**config.mk**
```make
export PLATFORM = sky130hd
export DESIGN_NAME = i2cs_slave
export DESIGN_NICKNAME = d
export VERILOG_FILES = /design/src/rtl/i2cs_pkg.sv /design/src/rtl/i2cs_sync.sv /design/src/rtl/i2cs_hold.sv /design/src/rtl/i2cs_engine.sv /design/src/rtl/i2cs_slave.sv
export SDC_FILE = /design/constraint.sdc
export NUM_CORES = 1
export LEC_CHECK = 0
export ABC_CLOCK_PERIOD_IN_PS = 4050
export BUFFER_PORTS_ARGS = -buffer_cell sky130_fd_sc_hd__buf_2
export CAP_MARGIN = 0
export CORE_MARGIN = 1
export CORE_UTILIZATION = 57
export DETAILED_ROUTE_END_ITERATION = 12
export GPL_TIMING_DRIVEN = 0
export PLACE_DENSITY = 0.89
export REMOVE_ABC_BUFFERS = 1
export SETUP_SLACK_MARGIN = 0.15
export SLEW_MARGIN = 20
export SYNTH_ARGS = -nofsm -noshare
export SYNTH_HDL_FRONTEND = slang
export SYNTH_SLANG_ARGS = --single-unit
```
**constraint.sdc**
```tcl
create_clock -name clk_i -period 4.05 [get_ports clk_i]
set_clock_uncertainty 0.2 [all_clocks]
set_input_delay 0.6075 -clock clk_i [delete_from_list [all_inputs] [get_ports clk_i]]
set_output_delay 0.6075 -clock clk_i [all_outputs]
set_load 0.05 [all_outputs]
```
**src/rtl/i2cs_pkg.sv**
```systemverilog
package i2cs_pkg;
  typedef enum logic [2:0] {
    ST_IDLE,
    ST_RECV,
    ST_ACK,
    ST_RX_HOLD,
    ST_TX_HOLD,
    ST_SEND,
    ST_SAMPLE,
    ST_SAMPLE_END
  } state_e;
endpackage

```
**src/rtl/i2cs_sync.sv**
```systemverilog
module i2cs_sync #(
  parameter int STAGES = 2
) (
  input  logic clk_i,
  input  logic rst_ni,
  input  logic scl_i,
  input  logic sda_i,
  output logic scl_o,
  output logic sda_o,
  output logic scl_rise_o,
  output logic scl_fall_o,
  output logic start_o,
  output logic stop_o
);
  logic [STAGES-1:0] scl_ff, sda_ff;
  logic scl_q, sda_q;

  always_ff @(posedge clk_i or negedge rst_ni) begin
    if (!rst_ni) begin
      scl_ff <= '1;
      sda_ff <= '1;
      scl_q  <= 1'b1;
      sda_q  <= 1'b1;
    end else begin
      scl_ff[0] <= scl_i;
      sda_ff[0] <= sda_i;
      for (int i = 1; i < STAGES; i++) begin
        scl_ff[i] <= scl_ff[i-1];
        sda_ff[i] <= sda_ff[i-1];
      end
      scl_q <= scl_ff[STAGES-1];
      sda_q <= sda_ff[STAGES-1];
    end
  end

  assign scl_o      = scl_ff[STAGES-1];
  assign sda_o      = sda_ff[STAGES-1];
  assign scl_rise_o = scl_o & ~scl_q;
  assign scl_fall_o = ~scl_o & scl_q;
  assign start_o    = scl_o & scl_q & sda_q & ~sda_o;
  assign stop_o     = scl_o & scl_q & ~sda_q & sda_o;
endmodule

```
**src/rtl/i2cs_hold.sv**
```systemverilog
module i2cs_hold #(
  parameter int BYTE_W = 8
) (
  input  logic              clk_i,
  input  logic              rst_ni,
  input  logic              thr_wr_i,
  input  logic [BYTE_W-1:0] thr_data_i,
  input  logic              rhr_rd_i,
  input  logic              rx_load_i,
  input  logic [BYTE_W-1:0] rx_byte_i,
  input  logic              tx_done_i,
  output logic [BYTE_W-1:0] thr_o,
  output logic              tx_ready_o,
  output logic [BYTE_W-1:0] rhr_o,
  output logic              rx_ready_o
);
  always_ff @(posedge clk_i or negedge rst_ni) begin
    if (!rst_ni) begin
      thr_o      <= '0;
      tx_ready_o <= 1'b1;
      rhr_o      <= '0;
      rx_ready_o <= 1'b0;
    end else begin
      if (thr_wr_i) begin
        thr_o      <= thr_data_i;
        tx_ready_o <= 1'b0;
      end else if (tx_done_i) begin
        tx_ready_o <= 1'b1;
      end
      // a load in the same cycle as a read wins: the new byte is unread
      if (rx_load_i) begin
        rhr_o      <= rx_byte_i;
        rx_ready_o <= 1'b1;
      end else if (rhr_rd_i) begin
        rx_ready_o <= 1'b0;
      end
    end
  end
endmodule

```
**src/rtl/i2cs_engine.sv**
```systemverilog
module i2cs_engine
  import i2cs_pkg::*;
#(
  parameter int ADDR_W = 7,
  localparam int BYTE_W = ADDR_W + 1
) (
  input  logic              clk_i,
  input  logic              rst_ni,
  input  logic              scl_s_i,
  input  logic              sda_s_i,
  input  logic              scl_rise_i,
  input  logic              scl_fall_i,
  input  logic              start_i,
  input  logic              stop_i,
  input  logic [ADDR_W-1:0] own_addr_i,
  input  logic              tx_ready_i,
  input  logic [BYTE_W-1:0] thr_i,
  input  logic              rx_ready_i,
  output logic              rx_load_o,
  output logic [BYTE_W-1:0] rx_byte_o,
  output logic              tx_done_o,
  output logic              scl_oe_o,
  output logic              sda_oe_o,
  output logic              addressed_o,
  output logic              read_dir_o,
  output logic              nack_o,
  output logic              xfer_done_o,
  output logic              gen_call_o
);
  localparam int CNT_W = $clog2(BYTE_W + 1);

  state_e            state;
  logic [BYTE_W-1:0] shreg;
  logic [CNT_W-1:0]  cnt;
  logic              addr_phase, to_send;
  logic              own_hit, gc_hit, byte_full, bus_evt;

  always_comb begin
    own_hit   = shreg[BYTE_W-1:1] == own_addr_i;
    gc_hit    = shreg == '0;
    byte_full = cnt == CNT_W'(BYTE_W);
    bus_evt   = start_i | stop_i;
    rx_load_o = !bus_evt &&
                ((state == ST_RECV && scl_fall_i && byte_full && !addr_phase && !rx_ready_i) ||
                 (state == ST_RX_HOLD && !rx_ready_i));
    tx_done_o = !bus_evt && state == ST_SAMPLE && scl_rise_i;
  end

  always_ff @(posedge clk_i or negedge rst_ni) begin
    if (!rst_ni) begin
      state       <= ST_IDLE;
      shreg       <= '0;
      cnt         <= '0;
      addr_phase  <= 1'b1;
      to_send     <= 1'b0;
      addressed_o <= 1'b0;
      read_dir_o  <= 1'b0;
      nack_o      <= 1'b0;
      xfer_done_o <= 1'b0;
      gen_call_o  <= 1'b0;
    end else if (stop_i) begin
      state <= ST_IDLE;
      if (addressed_o) begin
        xfer_done_o <= 1'b1;
        addressed_o <= 1'b0;
      end
    end else if (start_i) begin
      state      <= ST_RECV;
      cnt        <= '0;
      addr_phase <= 1'b1;
    end else begin
      unique case (state)
        ST_RECV: begin
          if (scl_rise_i) begin
            shreg <= {shreg[BYTE_W-2:0], sda_s_i};
            cnt   <= cnt + 1'b1;
          end else if (scl_fall_i && byte_full) begin
            if (addr_phase) begin
              if (own_hit || gc_hit) begin
                addressed_o <= 1'b1;
                read_dir_o  <= shreg[0];
                to_send     <= shreg[0];
                gen_call_o  <= gc_hit;
                nack_o      <= 1'b0;
                xfer_done_o <= 1'b0;
                state       <= ST_ACK;
              end else begin
                state <= ST_IDLE;
                if (addressed_o) begin
                  xfer_done_o <= 1'b1;
                  addressed_o <= 1'b0;
                end
              end
            end else begin
              to_send <= 1'b0;
              state   <= rx_ready_i ? ST_RX_HOLD : ST_ACK;
            end
          end
        end
        ST_RX_HOLD: if (!rx_ready_i) state <= ST_ACK;
        ST_ACK, ST_SAMPLE_END: begin
          if (scl_fall_i) begin
            cnt        <= '0;
            addr_phase <= 1'b0;
            if (!to_send) state <= ST_RECV;
            else if (tx_ready_i) state <= ST_TX_HOLD;
            else begin
              shreg <= thr_i;
              state <= ST_SEND;
            end
          end
        end
        ST_TX_HOLD: begin
          if (!tx_ready_i) begin
            shreg <= thr_i;
            state <= ST_SEND;
          end
        end
        ST_SEND: begin
          if (scl_fall_i) begin
            if (cnt == CNT_W'(BYTE_W - 1)) state <= ST_SAMPLE;
            else begin
              shreg <= {shreg[BYTE_W-2:0], 1'b0};
              cnt   <= cnt + 1'b1;
            end
          end
        end
        ST_SAMPLE: begin
          if (scl_rise_i) begin
            if (sda_s_i) begin
              nack_o <= 1'b1;
              state  <= ST_IDLE;
            end else state <= ST_SAMPLE_END;
          end
        end
        default: ;
      endcase
    end
  end

  assign rx_byte_o = shreg;
  assign scl_oe_o  = state == ST_RX_HOLD || state == ST_TX_HOLD;
  assign sda_oe_o  = state == ST_ACK || (state == ST_SEND && !shreg[BYTE_W-1]);


  sda_low_scl_chk: assert property (@(posedge clk_i) disable iff (!rst_ni)
    !$stable(sda_oe_o) |-> !scl_s_i);

  stretch_low_chk: assert property (@(posedge clk_i) disable iff (!rst_ni)
    scl_oe_o |-> !scl_s_i);

  done_excl_chk: assert property (@(posedge clk_i) disable iff (!rst_ni)
    !(xfer_done_o && addressed_o));
endmodule

```
**src/rtl/i2cs_slave.sv**
```systemverilog
module i2cs_slave #(
  parameter int ADDR_W      = 7,
  parameter int SYNC_STAGES = 2
) (
  input  logic              clk_i,
  input  logic              rst_ni,
  input  logic              scl_i,
  input  logic              sda_i,
  output logic              scl_oe_o,
  output logic              sda_oe_o,
  input  logic [ADDR_W-1:0] own_addr_i,
  input  logic              thr_wr_i,
  input  logic [ADDR_W:0]   thr_data_i,
  input  logic              rhr_rd_i,
  output logic [ADDR_W:0]   rhr_data_o,
  output logic              tx_ready_o,
  output logic              rx_ready_o,
  output logic              nack_o,
  output logic              xfer_done_o,
  output logic              addressed_o,
  output logic              read_dir_o,
  output logic              clk_hold_o,
  output logic              gen_call_o
);
  localparam int BYTE_W = ADDR_W + 1;

  logic scl_s, sda_s, scl_rise, scl_fall, start_evt, stop_evt;
  logic rx_load, tx_done, scl_oe;
  logic [BYTE_W-1:0] rx_byte, thr_q;

  i2cs_sync #(.STAGES(SYNC_STAGES)) u_sync (
    .clk_i, .rst_ni, .scl_i, .sda_i,
    .scl_o(scl_s), .sda_o(sda_s), .scl_rise_o(scl_rise), .scl_fall_o(scl_fall),
    .start_o(start_evt), .stop_o(stop_evt)
  );

  i2cs_engine #(.ADDR_W(ADDR_W)) u_engine (
    .clk_i, .rst_ni, .scl_s_i(scl_s), .sda_s_i(sda_s),
    .scl_rise_i(scl_rise), .scl_fall_i(scl_fall),
    .start_i(start_evt), .stop_i(stop_evt), .own_addr_i,
    .tx_ready_i(tx_ready_o), .thr_i(thr_q), .rx_ready_i(rx_ready_o),
    .rx_load_o(rx_load), .rx_byte_o(rx_byte), .tx_done_o(tx_done),
    .scl_oe_o(scl_oe), .sda_oe_o, .addressed_o, .read_dir_o,
    .nack_o, .xfer_done_o, .gen_call_o
  );

  i2cs_hold #(.BYTE_W(BYTE_W)) u_hold (
    .clk_i, .rst_ni, .thr_wr_i, .thr_data_i, .rhr_rd_i,
    .rx_load_i(rx_load), .rx_byte_i(rx_byte), .tx_done_i(tx_done),
    .thr_o(thr_q), .tx_ready_o, .rhr_o(rhr_data_o), .rx_ready_o
  );

  assign scl_oe_o   = scl_oe;
  assign clk_hold_o = scl_oe;


  rx_dir_chk: assert property (@(posedge clk_i) disable iff (!rst_ni)
    $rose(rx_ready_o) |-> addressed_o && !read_dir_o);

  tx_dir_chk: assert property (@(posedge clk_i) disable iff (!rst_ni)
    $rose(tx_ready_o) |-> read_dir_o);
endmodule

```
==> results of run 1 <==
[final timing paths]
| kind | startpoint | endpoint | slack (ps) | depth (start not counted) |
|---|---|---|---|---|
| max in group asynchronous | rst_ni | u_sync.scl_ff[0] | 2600 | 3 |
| worst max-delay path | u_engine.state[0] | sda_oe_o | 1380 | 4 |
| min in group asynchronous | rst_ni | u_engine.to_send | 510 | 2 |
| worst max register to register | u_engine.state[2] | u_engine.rx_byte_o[6] | 1470 | 4 |
| worst min-delay path | u_sync.scl_ff[0] | u_sync.scl_ff[1] | 160 | 0 |
| worst min register to register | u_sync.scl_ff[0] | u_sync.scl_ff[1] | 160 | 0 |
[per-stage QoR]
stage	util, %	hold slack, ps	power [mW]
global route	67.3	166	1.67
finish	67.3	159	1.57
detailed placement	64.5	148	1.30
CTS	66.6	160	1.57
global placement	64.5	146	1.27
floorplan	-	112	1.14
[kinds of logic (layout without fill, tap and decap cells)]
family                   count (synthesis)  in the layout  share of synthesized area (%)
multiplexers                            38             38                           17.4
adder cells (fa/ha/maj)                  2              2                           1.03
flip-flops                              46             46                           47.6
XOR/XNOR                                 8              8                           2.87
AND/OR/NAND/NOR                         65             65                           14.5
buffers and inverters                   18             57                           4.36
AO/OA/AOI/OAI                           42             42                           12.2
[worst max-delay path, cell delays in order, from the launching register on]
cell and delay (ps):
sky130_fd_sc_hd__dfrtp_1 640, sky130_fd_sc_hd__nor2b_1 260, sky130_fd_sc_hd__nand2_1 130, sky130_fd_sc_hd__o22ai_1 220, sky130_fd_sc_hd__buf_2 300
[sequential cells by signal, summed over array words and instances (netlist names), 2 cells and up]
signal,flops
u_engine.rx_byte_o,8
u_hold.thr_o,8
u_sync.sda_ff,2
u_hold.rhr_o,8
u_engine.state,3
u_engine.cnt,4
u_sync.scl_ff,2
[layer usage]
layer / share of wire, % / routed length, um / up-vias / GRT usage [%]
li1: - / - / 877 / -
met1: 45 / 2200 / 857 / 33.1
met2: 47 / 2310 / 69 / 39.4
met3: 5.7 / 281 / 15 / 7.43
met4: 2.6 / 126 / 0 / 12.8
met5: 0 / 0 / - / 0
[power by group]
part / internal [mW] / switching [mW]
logic: 0.256 / 0.322
registers: 0.578 / 0.142
clock network: 0.122 / 0.149
[cells in the mapped netlist (2+ instances only)]
| library cell | count |
|---|---|
| sky130_fd_sc_hd__nor2_1 | 13 |
| sky130_fd_sc_hd__o21ai_0 | 7 |
| sky130_fd_sc_hd__xnor2_1 | 5 |
| sky130_fd_sc_hd__inv_1 | 9 |
| sky130_fd_sc_hd__nor2b_1 | 2 |
| sky130_fd_sc_hd__xor2_1 | 3 |
| sky130_fd_sc_hd__mux2_2 | 27 |
| sky130_fd_sc_hd__and3_1 | 3 |
| sky130_fd_sc_hd__a31oi_1 | 5 |
| sky130_fd_sc_hd__nor3_1 | 2 |
| sky130_fd_sc_hd__ha_1 | 2 |
| sky130_fd_sc_hd__dfstp_2 | 8 |
| sky130_fd_sc_hd__a21boi_0 | 2 |
| sky130_fd_sc_hd__mux2i_1 | 3 |
| sky130_fd_sc_hd__nand4_1 | 3 |
| sky130_fd_sc_hd__clkbuf_1 | 2 |
| sky130_fd_sc_hd__a22o_1 | 2 |
| sky130_fd_sc_hd__a21oi_1 | 5 |
| sky130_fd_sc_hd__or4_1 | 2 |
| sky130_fd_sc_hd__buf_2 | 2 |
| sky130_fd_sc_hd__o22ai_1 | 2 |
| sky130_fd_sc_hd__o32ai_1 | 2 |
| sky130_fd_sc_hd__dfrtp_1 | 38 |
| sky130_fd_sc_hd__nand2_1 | 16 |
| sky130_fd_sc_hd__nor4_1 | 2 |
| sky130_fd_sc_hd__buf_4 | 2 |
| sky130_fd_sc_hd__a32o_1 | 2 |
| sky130_fd_sc_hd__nand3_1 | 4 |
| sky130_fd_sc_hd__o21ai_1 | 3 |
| sky130_fd_sc_hd__mux2_1 | 8 |
| sky130_fd_sc_hd__nand2b_1 | 4 |
[layout make-up]
class | count | area, um2 | share of cell area (%)
multi-input combinational | 155 | 1170 | 42.8
sequential | 46 | 1160 | 42.5
timing repair buffer | 40 | 220 | 8.06
clock inverter | 1 | 7.51 | 0.275
tap | 50 | 62.6 | 2.29
inverter | 9 | 33.8 | 1.24
clock buffer | 7 | 76.3 | 2.79
==> impl_results.rst, run 1 <==
.. list-table::
   :header-rows: 1

   * - Metric
     - Value
   * - Top achievable clock speed
     - 375 MHz
   * - Clock tree from TritonCTS
     - built
   * - Number of clock sinks
     - 46
   * - Clock transition at the registers of the reported paths
     - 80 ps
   * - Share of the synthesized area in the top cell type
     - 39.0%
   * - Clock Root Buffer
     - sky130_fd_sc_hd__clkbuf_8
   * - Cell area after synthesis
     - 2440 um2
   * - Starting DRC count in detailed routing
     - 184
   * - Flops & latches, synth
     - 46
   * - GRT Total Usage
     - 25.7%
   * - Instance count after placement with tap cells included
     - 298
   * - Outcome
     - finished, final reports clean
   * - Wire length of the first global-routing pass
     - 8.38 mm
   * - RSZ-0062 raised after global routing
     - false
   * - Final critical path time including I/O delays and setup
     - 2670 ps
   * - Startpoint type of the worst setup path
     - flop
   * - Placed Area
     - 2620 um2
   * - Setup Slack @ Placement
     - ~1500 ps
   * - Antenna violations before repair
     - 0
   * - Vias per Instance
     - approximately 5.9
   * - Sequential element share of the synthesized area
     - between 40% and 50%
   * - Post-CTS Resized
     - 0
   * - Endpoint type of the worst setup path
     - output port
   * - Post-CTS setup buffer count
     - 0
   * - Data required time of the critical path
     - 3240 ps
   * - Final max-slew violation count
     - 0
   * - Number of search-and-repair iterations in the first detailed-routing pass
     - 4
   * - Cell types with the largest area share after synthesis
     - sky130_fd_sc_hd__dfrtp_1 39%, sky130_fd_sc_hd__mux2_2 12%, sky130_fd_sc_hd__dfstp_2 8.6%
   * - Residual antenna-violating net count after detailed routing
     - 0
   * - Die Area
     - 4540 um2
   * - Largest area contributor in the netlist
     - sky130_fd_sc_hd__dfrtp_1
   * - Unique masters post-synth
     - 60
   * - Maximum clock path buffer count
     - 2
   * - PortBufs
     - 38
   * - DRC Markers
     - 0
   * - Std cell rows
     - 23
   * - Final non-filler cell area
     - 2730 um2
   * - Cell leakage power
     - approximately 1.3 nW
   * - Count of yosys warnings during synthesis
     - 0
   * - Worst path setup slack after routing
     - 1380 ps
   * - Area of the core
     - between 4000 and 5000 um2
   * - Sum Neg Setup Slack
     - 0 ps
   * - Count of flip-flops with a built-in enable after synthesis
     - 0
   * - Layout cell share with drive strength beyond 1
     - 33.7%
   * - Placer Congestion
     - 0.908
   * - PwrDens
     - 574 nW/um2
   * - Via count
     - 1818
   * - Prevailing post-synth register cell
     - sky130_fd_sc_hd__dfrtp_1
   * - Largest fanout on the critical path
     - 16
   * - Final layout net count
     - 280
   * - Cell count after synthesis
     - 219
   * - Total half-perimeter wirelength after legalization and detailed placement
     - between 3 and 4 mm
   * - Arrival @ worst endpoint
     - 1860 ps
   * - H-Tree Level Count
     - 2
   * - Quantity of hold-fixing buffers added after cts
     - 0
   * - Average wire per standard cell
     - 16.0 um
   * - Rel. slew slack
     - 56.2%
   * - WL final
     - 4.92 mm
   * - Via count of the first global-routing pass
     - 1793
   * - Initial core utilization
     - 60.1%
   * - Fin cells
     - 308
   * - Type of the worst min-delay path
     - reg2reg
   * - Worst voltage drop across the vdd grid
     - 0.000341 V
   * - Critical path start-end classification
     - reg2out
   * - Count of fill cells added during filler insertion
     - around 300
   * - Number of failing setup endpoints in the final timing report
     - 0
   * - Layout Area Growth over Synthesis
     - 12.1%
   * - Clock latency reported for the late side of the worst-skew pair
     - 300 ps
   * - Number of max-capacitance violations reported
     - 0
   * - Antenna cell count
     - 0
   * - Commonest cells after routing, fill and taps aside
     - 38 x sky130_fd_sc_hd__buf_2, 38 x sky130_fd_sc_hd__dfrtp_1, 27 x sky130_fd_sc_hd__mux2_2
   * - Transition time of the tightest slew-check pin
     - 652 ps
   * - Maximum number of pins on one net before global-route repair
     - between 40 and 50
   * - Number of buffers added by the clock tree synthesis step
     - 5
   * - Width of the chip
     - 67.4 um
   * - Final period utilization
     - 65.8%
   * - Die extent in y
     - 67.4 um
   * - Overflow left after global routing
     - 0
   * - Synthesized area per cell
     - 11.1 um2
   * - Count of boundary I/O pins
     - 39
   * - FFs w/ async S/R, synth
     - 100%
   * - Hold Vio Cnt, Final
     - 0
(Power assumes the default switching activity.)
==> inputs of run 2 (changes only) <==
--- a/config.mk
+++ b/config.mk
@@ -5,14 +5,14 @@
 export SDC_FILE = /design/constraint.sdc
 export NUM_CORES = 1
 export LEC_CHECK = 0
-export ABC_CLOCK_PERIOD_IN_PS = 4050
+export ABC_CLOCK_PERIOD_IN_PS = 2400
 export BUFFER_PORTS_ARGS = -buffer_cell sky130_fd_sc_hd__buf_2
 export CAP_MARGIN = 0
 export CORE_MARGIN = 1
-export CORE_UTILIZATION = 57
+export CORE_UTILIZATION = 51
 export DETAILED_ROUTE_END_ITERATION = 12
 export GPL_TIMING_DRIVEN = 0
-export PLACE_DENSITY = 0.89
+export PLACE_DENSITY = 0.85
 export REMOVE_ABC_BUFFERS = 1
 export SETUP_SLACK_MARGIN = 0.15
 export SLEW_MARGIN = 20
==> constraint.sdc (replaced) <==
create_clock -name clk_i -period 2.4 [get_ports clk_i]
set_clock_uncertainty 0.2 [all_clocks]
set_input_delay 0.36 -clock clk_i [delete_from_list [all_inputs] [get_ports clk_i]]
set_output_delay 0.36 -clock clk_i [all_outputs]
set_load 0.05 [all_outputs]
==> run 2 against run 1 <==
  * The run now ends with DRC left
  * Count of clock-buffer cells in the layout is the same
  * Utilization shrank 2.8 points
  * Hold slack lost 140 ps
  * Combinational power grew 87%
  * Non-clock buffer count grew 9
  * Critical path type is now reg2reg
  * Critical endpoint is now u_engine.state[1]
==> impl_results.rst, run 2 (same netlist as run 1, synthesis figures left out) <==
.. list-table::
   :header-rows: 1

   * - Metric
     - Value
   * - Placer Congestion
     - 0.898
   * - Clock latency reported for the late side of the worst-skew pair
     - 300 ps
   * - Number of search-and-repair iterations in the first detailed-routing pass
     - 9
   * - Final-layout worst hold slack
     - 24.0 ps
   * - Reg-to-reg setup timing slack
     - 140 ps
   * - Average wire per standard cell
     - 16.3 um
   * - Initial core utilization
     - 54.5%
   * - Die extent in y
     - 71.1 um
   * - Logic pwr share
     - a little under 40%
   * - Hold path startpoint
     - rhr_rd_i
   * - H-Tree Level Count
     - 2
   * - Maximum number of pins on one net before global-route repair
     - between 40 and 50
   * - Failing checks
     - DRC
   * - Number of failing setup endpoints in the final timing report
     - 0
   * - Via count
     - about 1900
   * - Worst voltage drop across the vdd grid
     - 0.000620 V
   * - Net switching power figure
     - 1.07 mW
   * - Number of clock sinks
     - 46
   * - Width of the chip
     - 71.1 um
   * - Antenna cell count
     - 0
   * - Hold Vio Cnt, Final
     - 0
   * - Residual antenna-violating net count after detailed routing
     - 0
   * - PwrDens
     - 974 nW/um2
   * - Std cell rows
     - 24
   * - Clock Root Buffer
     - sky130_fd_sc_hd__clkbuf_8
   * - Data required time of the critical path
     - 2420 ps
   * - Part of the total power dissipated in the clock network
     - 18.9%
   * - RSZ-0062 raised after global routing
     - true
   * - WL final
     - 5.20 mm
   * - Starting DRC count in detailed routing
     - 261
   * - Endpoint type of the worst setup path
     - flop
   * - Sequential fraction of design power
     - 42.5%
   * - Commonest cells after routing, fill and taps aside
     - 35 x sky130_fd_sc_hd__dfrtp_1, 34 x sky130_fd_sc_hd__buf_2, 27 x sky130_fd_sc_hd__mux2_2
   * - Rel. slew slack
     - a little over three fifths
   * - Antenna violations before repair
     - 0
   * - Via count of the first global-routing pass
     - about 1800
   * - Clock tree from TritonCTS
     - built
   * - Largest fanout on the critical path
     - 3
   * - GRT Total Usage
     - 22.0%
   * - Wire length of the first global-routing pass
     - 8.58 mm
   * - Arrival @ worst endpoint
     - 2290 ps
   * - Layout Area Growth over Synthesis
     - 18.4%
   * - Most frequent standard cell in the layout excluding fill and tap cells
     - sky130_fd_sc_hd__dfrtp_1
   * - Layout cell share with drive strength beyond 1
     - between 40 and 50%
   * - Number of buffers added by the clock tree synthesis step
     - 5
   * - Transition time of the tightest slew-check pin
     - 560 ps
   * - Sw Ratio
     - 38.2%
   * - DRC Markers
     - 3
   * - Final layout net count
     - 289
   * - Final critical path time including I/O delays and setup
     - between 2000 and 2500 ps
   * - Final core utilization
     - ~64%
   * - Total half-perimeter wirelength after legalization and detailed placement
     - about 3.6 mm
   * - Overflow left after global routing
     - 0
   * - Startpoint type of the worst setup path
     - flop
   * - Top achievable clock speed
     - 442 MHz
   * - Beginning of the worst register-to-register path
     - u_engine.cnt[0]
   * - Number of max-capacitance violations reported
     - 0
   * - Clock transition at the registers of the reported paths
     - 90 ps
   * - Final max-slew violation count
     - 0
   * - Startpoint of the worst setup timing path
     - u_engine.cnt[0]
   * - Outcome
     - complete, but fails checks
   * - Cell leakage power
     - 1.31 nW
   * - Maximum clock path buffer count
     - 2
   * - Vias per Instance
     - a little under 6
   * - Type of the worst min-delay path
     - in2reg
   * - Count of boundary I/O pins
     - 39
   * - Critical path start-end classification
     - reg2reg
   * - Die Area
     - 5060 um2
   * - PortBufs
     - 38
   * - Final period utilization
     - 94.3%
   * - Area of the core
     - 4470 um2
   * - Total power draw
     - between 2 and 3 mW
   * - Internal power contribution
     - roughly 1.7 mW
## run 2: cell count changes in the layout (fill, tap and decap cells not counted), sizes merged
cell,delta
clkinv,+1
clkinvlp,-1
buf,+7
dlygate4sd3,+2
## run 2: metrics by stage
step           instance area [um2]  instances  TNS [ps]  worst slack (ps)
4_1_cts                       2770        311         0               137
3_5_place_dp                  2620        300     -1030              -110
2_1_floorplan                 2360        210     -1150              -577
5_1_grt                       2890        319         0              65.5
6_report                      2890        319         0               137
3_3_place_gp                  2620        300      -716             -85.1
## run 2: layer usage
metal  wire, um  GRT usage [%]  vias up
met2       2460           34.0       76
met5          0              0        -
met3        334           4.70        7
li1           -              -      894
met1       2360           31.6      912
met4         55           6.22        0
## run 2: critical path, cell delays in order, from the launching register on
cell,delay [ps]
sky130_fd_sc_hd__dfrtp_1,410
sky130_fd_sc_hd__inv_1,70
sky130_fd_sc_hd__ha_1,130
sky130_fd_sc_hd__and4bb_1,250
sky130_fd_sc_hd__nand2_1,90
sky130_fd_sc_hd__a211o_1,340
sky130_fd_sc_hd__or4_1,500
sky130_fd_sc_hd__a211oi_2,210
## run 2: path summary, 6_finish.rpt
kind | to | cells after the start
hold reg to reg | u_sync.sda_ff[1] | 0
min in group asynchronous | u_engine.rx_byte_o[0] | 2
setup reg to reg | u_engine.state[1] | 7
hold / removal | u_hold.rx_ready_o | 2
max in group asynchronous | u_engine.state[2] | 2
setup / recovery | u_engine.state[1] | 7
## run 2: area by class of cell
class | count | area [um2]
Clock inverter | 1 | 8.76
Timing Repair Buffer | 49 | 294
Inverter | 9 | 33.8
Fill cell | 358 | 1590
Multi-Input combinational cell | 155 | 1220
Tap cell | 52 | 65.1
Clock buffer | 7 | 96.3
Sequential cell | 46 | 1170
## run 2: repair_timing
action,CTS,global route
hold buffers,2,1
hold endpoints to repair,2,38
pin swaps,0,2
gates resized for setup,6,16
setup buffers,1,7
setup endpoints to repair,20,21
## run 2: power by group through the flow
| stage | logic (mW) | clock network (mW) | registers [mW] |
|---|---|---|---|
| global placement | 0.933 | 0 | 1.21 |
| global route | 1.18 | 0.571 | 1.22 |
| CTS | 0.986 | 0.541 | 1.21 |
| floorplan | 0.553 | 0 | 1.37 |
| finish | 1.08 | 0.533 | 1.19 |
| detailed placement | 0.968 | 0 | 1.23 |
==> inputs of run 3 (changes only) <==
--- a/config.mk
+++ b/config.mk
@@ -7,7 +7,6 @@
 export LEC_CHECK = 0
 export ABC_CLOCK_PERIOD_IN_PS = 2400
 export BUFFER_PORTS_ARGS = -buffer_cell sky130_fd_sc_hd__buf_2
-export CAP_MARGIN = 0
 export CORE_MARGIN = 1
 export CORE_UTILIZATION = 51
 export DETAILED_ROUTE_END_ITERATION = 12
==> constraint.sdc (replaced) <==
create_clock -name clk_i -period 2.4 [get_ports clk_i]
set_clock_uncertainty 0.2 [all_clocks]
set_input_delay 0.36 -clock clk_i [delete_from_list [all_inputs] [get_ports clk_i]]
set_output_delay 0.36 -clock clk_i [all_outputs]
set_load 0.005 [all_outputs]
==> run 3 against run 2 <==
  * The run still ends with DRC left
  * Sequential power about the same
  * Combinational power is 24% lower
  * Register-to-register slack is essentially flat
==> impl_results.rst, run 3 (same netlist as run 1, synthesis figures left out) <==
.. list-table::
   :header-rows: 1

   * - Metric
     - Value
   * - Rel. slew slack
     - 62.8%
   * - Antenna cell count
     - 0
   * - WL final
     - 5.24 mm
   * - Count of boundary I/O pins
     - 39
   * - Logic pwr share
     - 32.0%
   * - Failing checks
     - DRC
   * - Net switching power figure
     - 0.845 mW
   * - Average wire per standard cell
     - 16.5 um
   * - Instance count after placement with tap cells included
     - 300
   * - CP cell instances
     - inv_1, ha_1, and4bb_1, nand2_1, a211o_1, or4_1, a211oi_2
   * - Final period utilization
     - 94.1%
   * - Vias per Instance
     - between 5 and 6
   * - Largest fanout on the critical path
     - 3
   * - Clock tree from TritonCTS
     - built
   * - Part of the total power dissipated in the clock network
     - 20.7%
   * - Hold Vio Cnt, Final
     - 0
   * - Cell leakage power
     - roughly 1.3 nW
   * - RSZ-0062 raised after global routing
     - true
   * - Footprint of the multi-input gates
     - approximately 1200 um2
   * - Placer Congestion
     - between 0.8 and 0.9
   * - Most frequent standard cell in the layout excluding fill and tap cells
     - sky130_fd_sc_hd__buf_2
   * - Die extent in y
     - 71.1 um
   * - Clock Root Buffer
     - sky130_fd_sc_hd__clkbuf_8
   * - Count of fill cells added during filler insertion
     - 352
   * - Count of buffering cells on the critical path with inverters included
     - 1
   * - Startpoint type of the worst setup path
     - flop
   * - Starting DRC count in detailed routing
     - 248
   * - Final layout net count
     - around 290
   * - Final non-filler cell area
     - ~2900 um2
   * - Width of the chip
     - 71.1 um
   * - Critical path start-end classification
     - reg2reg
   * - GRT Total Usage
     - 22.0%
   * - Data required time of the critical path
     - 2420 ps
   * - Final core utilization
     - 63.8%
   * - Via count of the first global-routing pass
     - ~1700
   * - Die Area
     - 5060 um2
   * - Area of the core
     - approximately 4500 um2
   * - Clock latency reported for the late side of the worst-skew pair
     - 300 ps
   * - Transition time of the tightest slew-check pin
     - 558 ps
   * - Clock transition at the registers of the reported paths
     - around 90 ps
   * - Wire length of the first global-routing pass
     - 8.57 mm
   * - Number of search-and-repair iterations in the first detailed-routing pass
     - 9
   * - Number of max-capacitance violations reported
     - 0
   * - Std cell rows
     - 24
   * - Residual antenna-violating net count after detailed routing
     - 0
   * - H-Tree Level Count
     - 2
   * - Worst voltage drop across the vdd grid
     - 0.000621 V
   * - Total half-perimeter wirelength after legalization and detailed placement
     - 3.62 mm
   * - Commonest cells after routing, fill and taps aside
     - 37 x sky130_fd_sc_hd__buf_2, 35 x sky130_fd_sc_hd__dfrtp_1, 27 x sky130_fd_sc_hd__mux2_2
   * - Sw Ratio
     - 33.0%
   * - Via count
     - 1881
   * - PortBufs
     - 38
   * - Sequential fraction of design power
     - 47.2%
   * - Internal power contribution
     - 1.71 mW
   * - Slowest stage cell, crit path
     - sky130_fd_sc_hd__or4_1
   * - Layout cell share with drive strength beyond 1
     - 40.4%
   * - Sequential cell area in the final layout
     - approximately 1200 um2
   * - Placed Area
     - 2620 um2
   * - Initial core utilization
     - 54.5%
   * - Type of the worst min-delay path
     - in2reg
   * - DRC Markers
     - 3
   * - Antenna violations before repair
     - 0
   * - Crit-path leading delay family
     - simple AND/OR/NAND/NOR gates
   * - Total power draw
     - 2.56 mW
   * - Layout Area Growth over Synthesis
     - 17.1%
   * - Final critical path time including I/O delays and setup
     - between 2000 and 2500 ps
   * - Number of failing setup endpoints in the final timing report
     - 0
   * - Fin cells
     - between 300 and 400
   * - Final max-slew violation count
     - 0
   * - PwrDens
     - between 800 and 900 nW/um2
   * - Maximum clock path buffer count
     - 2
   * - Outcome
     - complete, but fails checks
   * - Overflow left after global routing
     - 0
   * - Top achievable clock speed
     - 443 MHz
   * - Arrival @ worst endpoint
     - about 2300 ps
   * - Crit path largest cell delay
     - around 500 ps
   * - Number of buffers added by the clock tree synthesis step
     - 5
   * - Number of clock sinks
     - 46
   * - Endpoint type of the worst setup path
     - flop
   * - Maximum number of pins on one net before global-route repair
     - 47
run 3: cell count changes in the layout (fill, tap and decap cells not counted):
cell                      previous run  this run
sky130_fd_sc_hd__nand3_1             2         3
sky130_fd_sc_hd__buf_4              11         7
sky130_fd_sc_hd__mux2i_2             1         0
sky130_fd_sc_hd__mux2i_1             2         3
sky130_fd_sc_hd__nand3_2             2         1
sky130_fd_sc_hd__nor2_2              0         2
sky130_fd_sc_hd__buf_6               1         0
sky130_fd_sc_hd__buf_2              34        37
sky130_fd_sc_hd__nor2_1             13        11
run 3: power by group through the flow:
stage	combinational (mW)	sequential, mW	clock [mW]
2_1_floorplan	0.552	1.16	0
3_3_place_gp	0.710	1.21	0
3_5_place_dp	0.746	1.23	0
4_1_cts	0.764	1.21	0.541
5_1_grt	0.917	1.24	0.571
6_report	0.820	1.21	0.531
run 3: per-layer routing:
layer	vias to the layer above	routed length [um]	global-route usage (%)
met5	-	0	0
met1	908	2340	31.5
li1	885	-	-
met2	80	2520	34.0
met3	8	324	4.70
met4	0	60	6.22
run 3: worst paths after layout:
path | from | end | slack, ps | cells past startpoint
max in group asynchronous | rst_ni | u_engine.state[2] | 1180 | 2
max reg2reg | u_engine.cnt[0] | u_engine.state[1] | 140 | 7
max | u_engine.cnt[0] | u_engine.state[1] | 140 | 7
min in group asynchronous | rst_ni | u_hold.rhr_o[2] | 400 | 2
min | rhr_rd_i | u_hold.rx_ready_o | 30 | 2
min reg2reg | u_sync.scl_ff[0] | u_sync.scl_ff[1] | 160 | 0
run 3: what timing repair did:
| item | 4_1_cts | 5_1_grt |
|---|---|---|
| setup buffers | 1 | 5 |
| resized for setup | 5 | 11 |
| pin swaps | 0 | 1 |
| endpoints found under the setup margin | 18 | 19 |
| hold buffers | 2 | 1 |
| gates cloned | 0 | 0 |
| endpoints found under the hold margin | 2 | 38 |
run 3: layout make-up:
class,instances,share of cell area [%]
Clock buffer,7,3.37
Clock inverter,1,0.307
Inverter,9,1.18
Multi-Input combinational cell,155,42.6
Sequential cell,46,40.9
Tap cell,52,2.28
Timing Repair Buffer,47,9.38
run 3: per-stage QoR:
step | hold slack, ps | worst slack (ps) | TNS, ps
floorplan | -136 | 197 | 0
global placement | 146 | -85.1 | -716
detailed placement | 151 | -110 | -1030
CTS | 20.0 | 137 | 0
global route | 32.7 | 58.2 | 0
finish | 25.3 | 141 | 0
